--- config.mk ---
export PLATFORM = sky130hd
export DESIGN_NAME = prbs_bpsk_iq_gen
export DESIGN_NICKNAME = d
export VERILOG_FILES = /design/src/rtl/prbs_bpsk_pkg.sv /design/src/rtl/prbs_bpsk_pace.sv /design/src/rtl/prbs_bpsk_lfsr.sv /design/src/rtl/prbs_bpsk_addr.sv /design/src/rtl/prbs_bpsk_rom.sv /design/src/rtl/prbs_bpsk_iq_gen.sv
export SDC_FILE = /design/constraint.sdc
export NUM_CORES = 1
export LEC_CHECK = 0
export BUFFER_PORTS_ARGS = -buffer_cell sky130_fd_sc_hd__buf_2
export CAP_MARGIN = 15
export CORE_MARGIN = 5
export CORE_UTILIZATION = 40
export CTS_CLUSTER_DIAMETER = 100
export CTS_CLUSTER_SIZE = 14
export DETAILED_ROUTE_END_ITERATION = 8
export HOLD_SLACK_MARGIN = 0.06
export PLACE_DENSITY_LB_ADDON = 0.2
export SYNTH_ARGS = -nofsm -noshare
export SYNTH_HDL_FRONTEND = slang
export SYNTH_SLANG_ARGS = --single-unit
--- constraint.sdc ---
create_clock -name clk -period 3.1 [get_ports clk]
set_input_delay 0.155 -clock clk [delete_from_list [all_inputs] [get_ports clk]]
set_output_delay 0.155 -clock clk [all_outputs]
set_load 0.05 [all_outputs]
--- src/rtl/prbs_bpsk_pkg.sv ---
package prbs_bpsk_pkg;

   // Rounded amplitude*sin(2*pi*k/points), computed with a Taylor series
   function automatic int sine_code(input int k, input int points, input int amp);
      real x, term, acc, v;
      x = 6.283185307179586 * real'(k % points) / real'(points);
      if (x > 3.141592653589793) x = x - 6.283185307179586;
      term = x;
      acc  = x;
      for (int n = 1; n < 14; n++) begin
         term = -term * x * x / real'((2 * n) * (2 * n + 1));
         acc  = acc + term;
      end
      v = real'(amp) * acc;
      if (v >= 0.0) return $rtoi(v + 0.5);
      else          return -$rtoi(-v + 0.5);
   endfunction

   // Table entry: region 0 holds sine points, region 1 holds cosine points
   function automatic int table_code(input int idx, input int points, input int amp);
      if (idx < points) return sine_code(idx, points, amp);
      else              return sine_code(idx - points + points / 4, points, amp);
   endfunction

endpackage

--- src/rtl/prbs_bpsk_pace.sv ---
module prbs_bpsk_pace #(
   parameter int POINTS = 100
) (
   input  logic clk,
   input  logic rst_n,
   output logic iq_ph,
   output logic step_en,
   output logic chip_en
);
   localparam int CW = $clog2(POINTS);
   localparam logic [CW-1:0] LAST = CW'(POINTS - 1);

   logic [CW-1:0] cnt;

   always_ff @(posedge clk or negedge rst_n) begin
      if (!rst_n) begin
         iq_ph <= 1'b0;
         cnt   <= '0;
      end else begin
         iq_ph <= ~iq_ph;
         if (iq_ph) cnt <= (cnt == LAST) ? '0 : cnt + 1'b1;
      end
   end

   assign step_en = iq_ph;
   assign chip_en = iq_ph && (cnt == LAST);
endmodule

--- src/rtl/prbs_bpsk_lfsr.sv ---
module prbs_bpsk_lfsr #(
   parameter int          LW   = 8,
   parameter logic [LW-1:0] TAPS = 8'b0111_0001,
   parameter logic [LW-1:0] SEED = 8'h01
) (
   input  logic          clk,
   input  logic          rst_n,
   input  logic          chip_en,
   output logic [LW-1:0] state,
   output logic          jump_low,
   output logic          jump_high
);
   logic fb;

   assign fb = ^(state & TAPS);

   always_ff @(posedge clk or negedge rst_n) begin
      if (!rst_n)       state <= SEED;
      else if (chip_en) state <= {fb, state[LW-1:1]};
   end

   // state[0] is the current chip, state[1] becomes the next one
   assign jump_low  = chip_en &&  state[0] && !state[1];
   assign jump_high = chip_en && !state[0] &&  state[1];
endmodule

--- src/rtl/prbs_bpsk_addr.sv ---
module prbs_bpsk_addr #(
   parameter int POINTS = 100,
   parameter int AW     = 8
) (
   input  logic          clk,
   input  logic          rst_n,
   input  logic          step_en,
   input  logic          jump_low,
   input  logic          jump_high,
   output logic [AW-1:0] sin_addr,
   output logic [AW-1:0] cos_addr
);
   logic [AW-1:0] addr [2];

   for (genvar r = 0; r < 2; r++) begin : g_region
      localparam logic [AW-1:0] FIRST = AW'(r * POINTS);
      localparam logic [AW-1:0] HALF  = AW'(r * POINTS + POINTS / 2);
      localparam logic [AW-1:0] LAST  = AW'(r * POINTS + POINTS - 1);

      always_ff @(posedge clk or negedge rst_n) begin
         if (!rst_n) addr[r] <= FIRST;
         else if (step_en) begin
            if (jump_high)            addr[r] <= FIRST;
            else if (jump_low)        addr[r] <= HALF;
            else if (addr[r] == LAST) addr[r] <= FIRST;
            else                      addr[r] <= addr[r] + 1'b1;
         end
      end
   end

   assign sin_addr = addr[0];
   assign cos_addr = addr[1];
endmodule

--- src/rtl/prbs_bpsk_rom.sv ---
module prbs_bpsk_rom
   import prbs_bpsk_pkg::*;
#(
   parameter int POINTS = 100,
   parameter int DW     = 14,
   parameter int AW     = 8
) (
   input  logic          clk,
   input  logic          rst_n,
   input  logic [AW-1:0] rd_addr,
   output logic [DW-1:0] rd_data
);
   localparam int DEPTH = 2 * POINTS;
   localparam int AMP   = (1 << (DW - 1)) - 1;

   logic [DW-1:0] tbl [DEPTH];

   for (genvar k = 0; k < DEPTH; k++) begin : g_entry
      localparam logic [DW-1:0] VAL = DW'(table_code(k, POINTS, AMP));
      assign tbl[k] = VAL;
   end

   always_ff @(posedge clk or negedge rst_n) begin
      if (!rst_n) rd_data <= '0;
      else        rd_data <= tbl[rd_addr];
   end
endmodule

--- src/rtl/prbs_bpsk_iq_gen.sv ---
module prbs_bpsk_iq_gen #(
   parameter int            POINTS = 100,
   parameter int            DW     = 14,
   parameter int            LW     = 8,
   parameter logic [LW-1:0] TAPS   = 8'b0111_0001,
   parameter logic [LW-1:0] SEED   = 8'h01
) (
   input  logic          clk,
   input  logic          rst_n,
   output logic [DW-1:0] iq_data_o,
   output logic          iq_sel_o
);
   localparam int AW = $clog2(2 * POINTS);

   if (POINTS % 4 != 0 || POINTS < 4) begin : g_bad_points
      $error("POINTS must be a positive multiple of 4");
   end
   if (SEED[0] != 1'b1) begin : g_bad_seed
      $error("SEED bit 0 (first chip) must be 1 to match the phase-0 reset address");
   end
   if (DW < 4) begin : g_bad_width
      $error("DW too small");
   end

   logic          iq_ph, step_en, chip_en;
   logic          jump_low, jump_high;
   logic [LW-1:0] lfsr_state;
   logic [AW-1:0] sin_addr, cos_addr;

   prbs_bpsk_pace #(.POINTS(POINTS)) u_pace (
      .clk(clk), .rst_n(rst_n), .iq_ph(iq_ph), .step_en(step_en), .chip_en(chip_en)
   );

   prbs_bpsk_lfsr #(.LW(LW), .TAPS(TAPS), .SEED(SEED)) u_lfsr (
      .clk(clk), .rst_n(rst_n), .chip_en(chip_en), .state(lfsr_state),
      .jump_low(jump_low), .jump_high(jump_high)
   );

   prbs_bpsk_addr #(.POINTS(POINTS), .AW(AW)) u_addr (
      .clk(clk), .rst_n(rst_n), .step_en(step_en), .jump_low(jump_low),
      .jump_high(jump_high), .sin_addr(sin_addr), .cos_addr(cos_addr)
   );

   prbs_bpsk_rom #(.POINTS(POINTS), .DW(DW), .AW(AW)) u_rom (
      .clk(clk), .rst_n(rst_n), .rd_addr(iq_ph ? sin_addr : cos_addr), .rd_data(iq_data_o)
   );

   always_ff @(posedge clk or negedge rst_n) begin
      if (!rst_n) iq_sel_o <= 1'b0;
      else        iq_sel_o <= iq_ph;
   end
endmodule

=== Word-level counts from Yosys, hierarchy flattened ===
Memories as Yosys holds them, arrays and structs flattened. A register that Yosys moved wholly into a read port is not among the register bits.
Index checks and enable logic that the tools add are counted.

* Eq/ne operators: 3
* Bitwise logic cells: 2
* $add $sub $neg: 3
* Muxes and demuxes: 8
* Reductions and logical operators: 9

{| class="wikitable"
|+ Operators by type and width
! kind !! count
|-
| two-way mux 8 bit || 7
|-
| adder 8 x 1 -> 8 bit, second input constant || 2
|-
| inverter 8 -> 9 bit || 1
|-
| equality test 8 x 7 -> 1 bit, second input constant || 1
|-
| equality test 8 bit, second input constant || 1
|-
| XOR reduction 8 bit || 1
|-
| adder 7 x 1 -> 7 bit, second input constant || 1
|-
| equality test 7 bit, second input constant || 1
|-
| two-way mux 7 bit || 1
|-
| logical AND 1 bit || 5
|-
| zero test 1 bit || 3
|-
| inverter 1 bit || 1
|}

* Memories kept: 1
* Bits in registers: 33
* Memory bits (read-only): 3584
* Output and inout bits: 15

{| class="wikitable"
|+ Memory list
! memory !! depth !! bits a word !! read ports !! clocked after Yosys merged registers in !! write ports !! line !! source
|-
| (name not given) || 256 || 14 || 1 || 1 || 0 || prbs_bpsk_rom.sv:25 || <nowiki>else rd_data <= tbl[rd_addr];</nowiki>
|}

=== Longest topological paths before layout ===
* Depth after elaboration: 6
* Gate-level depth with buffers: 12

=== By module ===
Synthesis repeated with hierarchy kept, for this count alone.

* Cell total of the unflattened synthesis: 741
* Area total of the unflattened synthesis: 5829.3 um^2

{| class="wikitable"
|+ Modules (own cells, without submodules)
! module !! cells an instance !! instances !! seq. area each (um^2) !! area an instance (um^2)
|-
| prbs_bpsk_rom || 572 || 1 || 350.3 || 3988.8
|-
| prbs_bpsk_addr || 97 || 1 || 404.1 || 920.9
|-
| prbs_bpsk_pace || 36 || 1 || 200.2 || 424.2
|-
| prbs_bpsk_lfsr || 26 || 1 || 201.4 || 339.1
|-
| prbs_bpsk_iq_gen || 10 || 1 || 25.0 || 156.4
|}

=== Worst setup path before layout ===
OpenSTA, ideal clock, no wires.

* Path type: register to register
* From: register u_addr.addr, in the netlist u_addr.sin_addr[1]
* To: register u_rom.rd_data[9]
* Cell stages (with the launch flop): 12
* Setup slack: 0.072 ns
* Arrival: 2.906 ns
* Path buffers: 3
* Setup time: 0.122 ns
* Path through: dfrtp_1 buf_2 mux2i_1 ha_1 clkbuf_1 inv_1 clkbuf_1 nand2_1 and3_1 o31ai_1 o2111ai_1 a32o_1

* Cells in the longest elaborated chain, start to end: 2

{| class="wikitable"
|+ RTL lines
! element !! line !! source
|-
| start, declared || prbs_bpsk_addr.sv:13 || <nowiki>logic [AW-1:0] addr [2];</nowiki>
|-
| start signal, assigned by index || prbs_bpsk_addr.sv:26 || <nowiki>else addr[r] <= addr[r] + 1'b1;</nowiki>
|-
| two-way mux 8 bit || prbs_bpsk_iq_gen.sv:45 || <nowiki>.clk(clk), .rst_n(rst_n), .rd_addr(iq_ph ? sin_addr : cos_addr), .rd_data(iq_data_o)</nowiki>
|-
| inverter 8 -> 9 bit (implied by the code) || prbs_bpsk_rom.sv:25 ||
|-
| end, declared || prbs_bpsk_rom.sv:11 || <nowiki>output logic [DW-1:0] rd_data</nowiki>
|}

No other way between the ends.
A chain may end at the register's enable or synchronous reset.

=== Final worst setup path ===
* From: register u_pace.iq_ph
* To: register u_rom.rd_data[9]

* Cells in the longest elaborated chain, start to end: 2

{| class="wikitable"
|+ RTL lines
! element !! line !! source
|-
| start, declared || prbs_bpsk_pace.sv:6 || <nowiki>output logic iq_ph,</nowiki>
|-
| start signal, assigned || prbs_bpsk_pace.sv:20 || <nowiki>iq_ph <= ~iq_ph;</nowiki>
|-
| two-way mux 8 bit || prbs_bpsk_iq_gen.sv:45 ||
|-
| inverter 8 -> 9 bit (implied by the code) || prbs_bpsk_rom.sv:25 ||
|}

No other way between the ends.

==> flow_metrics.tcl <==
set metrics [dict create \
    synthCells 870 \
    fill_cells 1556 \
    route.met3.wl_mm 4.46 \
    ff2ff_path_depth 6 \
    route.detailed.drc 0 \
    hpwlAfterDp_mm 22.6 \
    synthTopCellsByArea "dfrtp_1 (17%), o21ai_0 (6.6%), nand2_1 (6.5%)" \
    place_ws_ps -5.99 \
    worst_setup_path_start_kind "flip-flop" \
    maxSlewViolCount 0 \
    hp-class "in2async" \
    ys_seq_elements 47 \
    highest_layer "met4" \
    share_comb_of_total_power 0.013 \
    postPlaceCellArea_mm2 0.00684 \
    ys_top_cells_by_count "nand2_1 (107), nor2_1 (84), o21ai_0 (81)" \
    antenna_found_initial 0 \
    yosysTopAreaCellShare 0.175 \
    multi_input_area_mm2 0.00451 \
    synth_cell_types 81 \
    power.internal_mw 0.928 \
    first_global_vias 7177 \
    tightest_slew_ps 876 \
    async_flop_share 1.00 \
    vias_per_cell 7.17 \
    antenna_cells 0 \
    p_total_mw 1.27 \
    pwr-share-seq 0.484 \
    grt_use_total 0.340 \
    hold_viol_final 0 \
    critical_path_arrival_ps 3350 \
    fp.dieH_um 134 \
    clk_pin_slew_worst_paths_ps 90 \
    grt_pass1_wl_mm 46.6 \
    htreeDepth 2 \
    yosysMostFrequentCell "nand2_1" \
    power_density_mw_per_mm2 180 \
    p_leak_nw 2.74 \
    slew_headroom 0.414 \
    start_util 0.407 \
    reg2reg_slack_ps -50 \
    period_share 1.02 \
    fmax_mhz 317 \
    place_congestion 1.04 \
    ir_drop_uv 182 \
    clk_path_buf_depth 2 \
    pwr-share-clk 0.503 \
    swShare 0.267 \
    period_minus_slack_ps 3150 \
    seq_area_mm2 0.00118 \
    drt-total-wl_mm 31.3 \
    cts.sinks 47 \
    wl_per_cell_um 28.6 \
    fp.dieW_um 134 \
    ys.flop_type "dfrtp_1" \
    synth_top_area_cell "dfrtp_1" \
    synth_edf_count 0 \
    required_ps 3290 \
    r2r-end "u_rom.rd_data[9]$_DFF_PN0_" \
    net-switching-power_mw 0.338 \
    root_buffer "clkbuf_16" \
    rsz0062_at_grt "false" \
    syn_to_final_growth_pct 14.1 \
    reg2reg_from "u_pace.iq_ph$_DFF_PN0_" \
    cts_tree "built" \
    grt_start_max_net_pins 65 \
    cts-buffers-inserted 5 \
    met1_length_mm 12.9 \
    timing.hold.ws_ps 404 \
    core_mm2 0.0151 \
    path_max_fanout 51 \
    drt_iter0_markers 1498 \
    wl_met2_mm 11.9 \
    finalNetCount 930 \
    end_kind "flip-flop" \
    grt-ovfl-total 0 \
    fin_skew_ps 17.0 \
    drive_gt1_frac 0.171 \
    syn-cell-area_mm2 0.00616 \
    io_pins 17 \
    fin_area_mm2 0.00703 \
    fin_ws_ps -53.7 \
    clock_latency_ps 320 \
    status "complete, but fails checks" \
    critPathKind "reg2reg" \
    ant_nets 0 \
    num_vias 7840 \
    setup_viol 1 \
    ys_seq_area_frac 0.192 \
    drv_cap 0 \
    syn_avg_cell_area_um2 7.08 \
    io_buffers 16 \
    synth_nets 895 \
    rows 45 \
    yosys_warnings 0 \
    die_area_mm2 0.0180 \
    drtPass1Iterations 7 \
    violations "setup timing" \
]
[final cells by class]
| class | count | area share |
|---|---|---|
| Clock buffer | 5 | 0.0178 |
| Clock inverter | 3 | 0.00409 |
| Inverter | 18 | 0.00961 |
| Multi-Input combinational cell | 716 | 0.642 |
| Sequential cell | 47 | 0.168 |
| Tap cell | 188 | 0.0335 |
| Timing Repair Buffer | 117 | 0.125 |
[through the flow]
stage | std cells | setup TNS, ps | util
floorplan | 870 | 0 | -
global placement | 1083 | -140 | 0.452
detailed placement | 1083 | -5.99 | 0.452
CTS | 1092 | 0 | 0.463
global route | 1094 | 0 | 0.464
finish | 1094 | -53.7 | 0.464
[state kept, by name (all words and copies together) (netlist names)]
signal and flops:
iq_sel_o 1, u_addr.cos_addr 8, u_addr.sin_addr 8, u_pace.iq_ph 1, u_pace.cnt 7, u_lfsr.state 8, u_rom.rd_data 14
[cells in the final DEF, fill, tap and decap left out, types with 16 or more instances in the layout]
cell type	instances
a21oi_1	60
buf_2	16
buf_4	97
dfrtp_1	42
ha_1	23
mux2i_1	16
nand2_1	107
nand3_1	32
nor2_1	84
nor3_1	16
o211ai_1	19
o21ai_0	81
o22ai_1	20
[cells by family (layout without fill, tap and decap cells)]
group / Yosys count / in the layout / synth area share
XOR/XNOR: 18 / 18 / 0.0268
multiplexers: 27 / 27 / 0.0473
adder cells (fa/ha/maj): 23 / 23 / 0.0467
AND/OR/NAND/NOR: 310 / 310 / 0.231
buffers and inverters: 107 / 143 / 0.0808
AO/OA/AOI/OAI: 338 / 338 / 0.375
flip-flops: 47 / 47 / 0.192
[power groups by stage]
stage	registers, mW	clock network, mW	logic, mW
finish	0.613	0.637	0.0159
global route	0.613	0.667	0.0189
CTS	0.613	0.652	0.0171
detailed placement	0.625	0	0.0161
global placement	0.625	0	0.0165
floorplan	0.625	0	0.00000183
[worst max path at each step]
stage / start / to / slack, ps / cells after the start
after floorplan: u_addr.sin_addr[1]$_DFFE_PN0P_ / u_rom.rd_data[9]$_DFF_PN0_ / 70 / 11
after detailed placement: u_pace.iq_ph$_DFF_PN0_ / u_rom.rd_data[7]$_DFF_PN0_ / -6 / 8
after global placement: u_pace.iq_ph$_DFF_PN0_ / u_rom.rd_data[7]$_DFF_PN0_ / -140 / 8
after global routing: u_pace.iq_ph$_DFF_PN0_ / u_rom.rd_data[9]$_DFF_PN0_ / 30 / 6
after CTS: u_pace.iq_ph$_DFF_PN0_ / u_rom.rd_data[7]$_DFF_PN0_ / 100 / 8
final: u_pace.iq_ph$_DFF_PN0_ / u_rom.rd_data[9]$_DFF_PN0_ / -50 / 6
[worst max-delay path, stage by stage (launching register included)]
cell and delay, ps:
dfrtp_2 460, buf_12 210, mux2_2 680, nor2_1 360
o311ai_0 800, nand4_1 210, a32o_1 290
[repair_timing]
item	4_1_cts	5_1_grt
buffers inserted	0	2
endpoints found under the hold margin	24	0
endpoints found under the setup margin	1	1
hold buffers	1	0
gates resized for setup	1	1
[metal layers]
metal,track usage,vias up
met3,0.0953,159
met4,0.173,0
li1,-,3340
met2,0.458,720
met1,0.489,3621
met5,0,-
No activity file was read; power rests on OpenSTA's default activity.
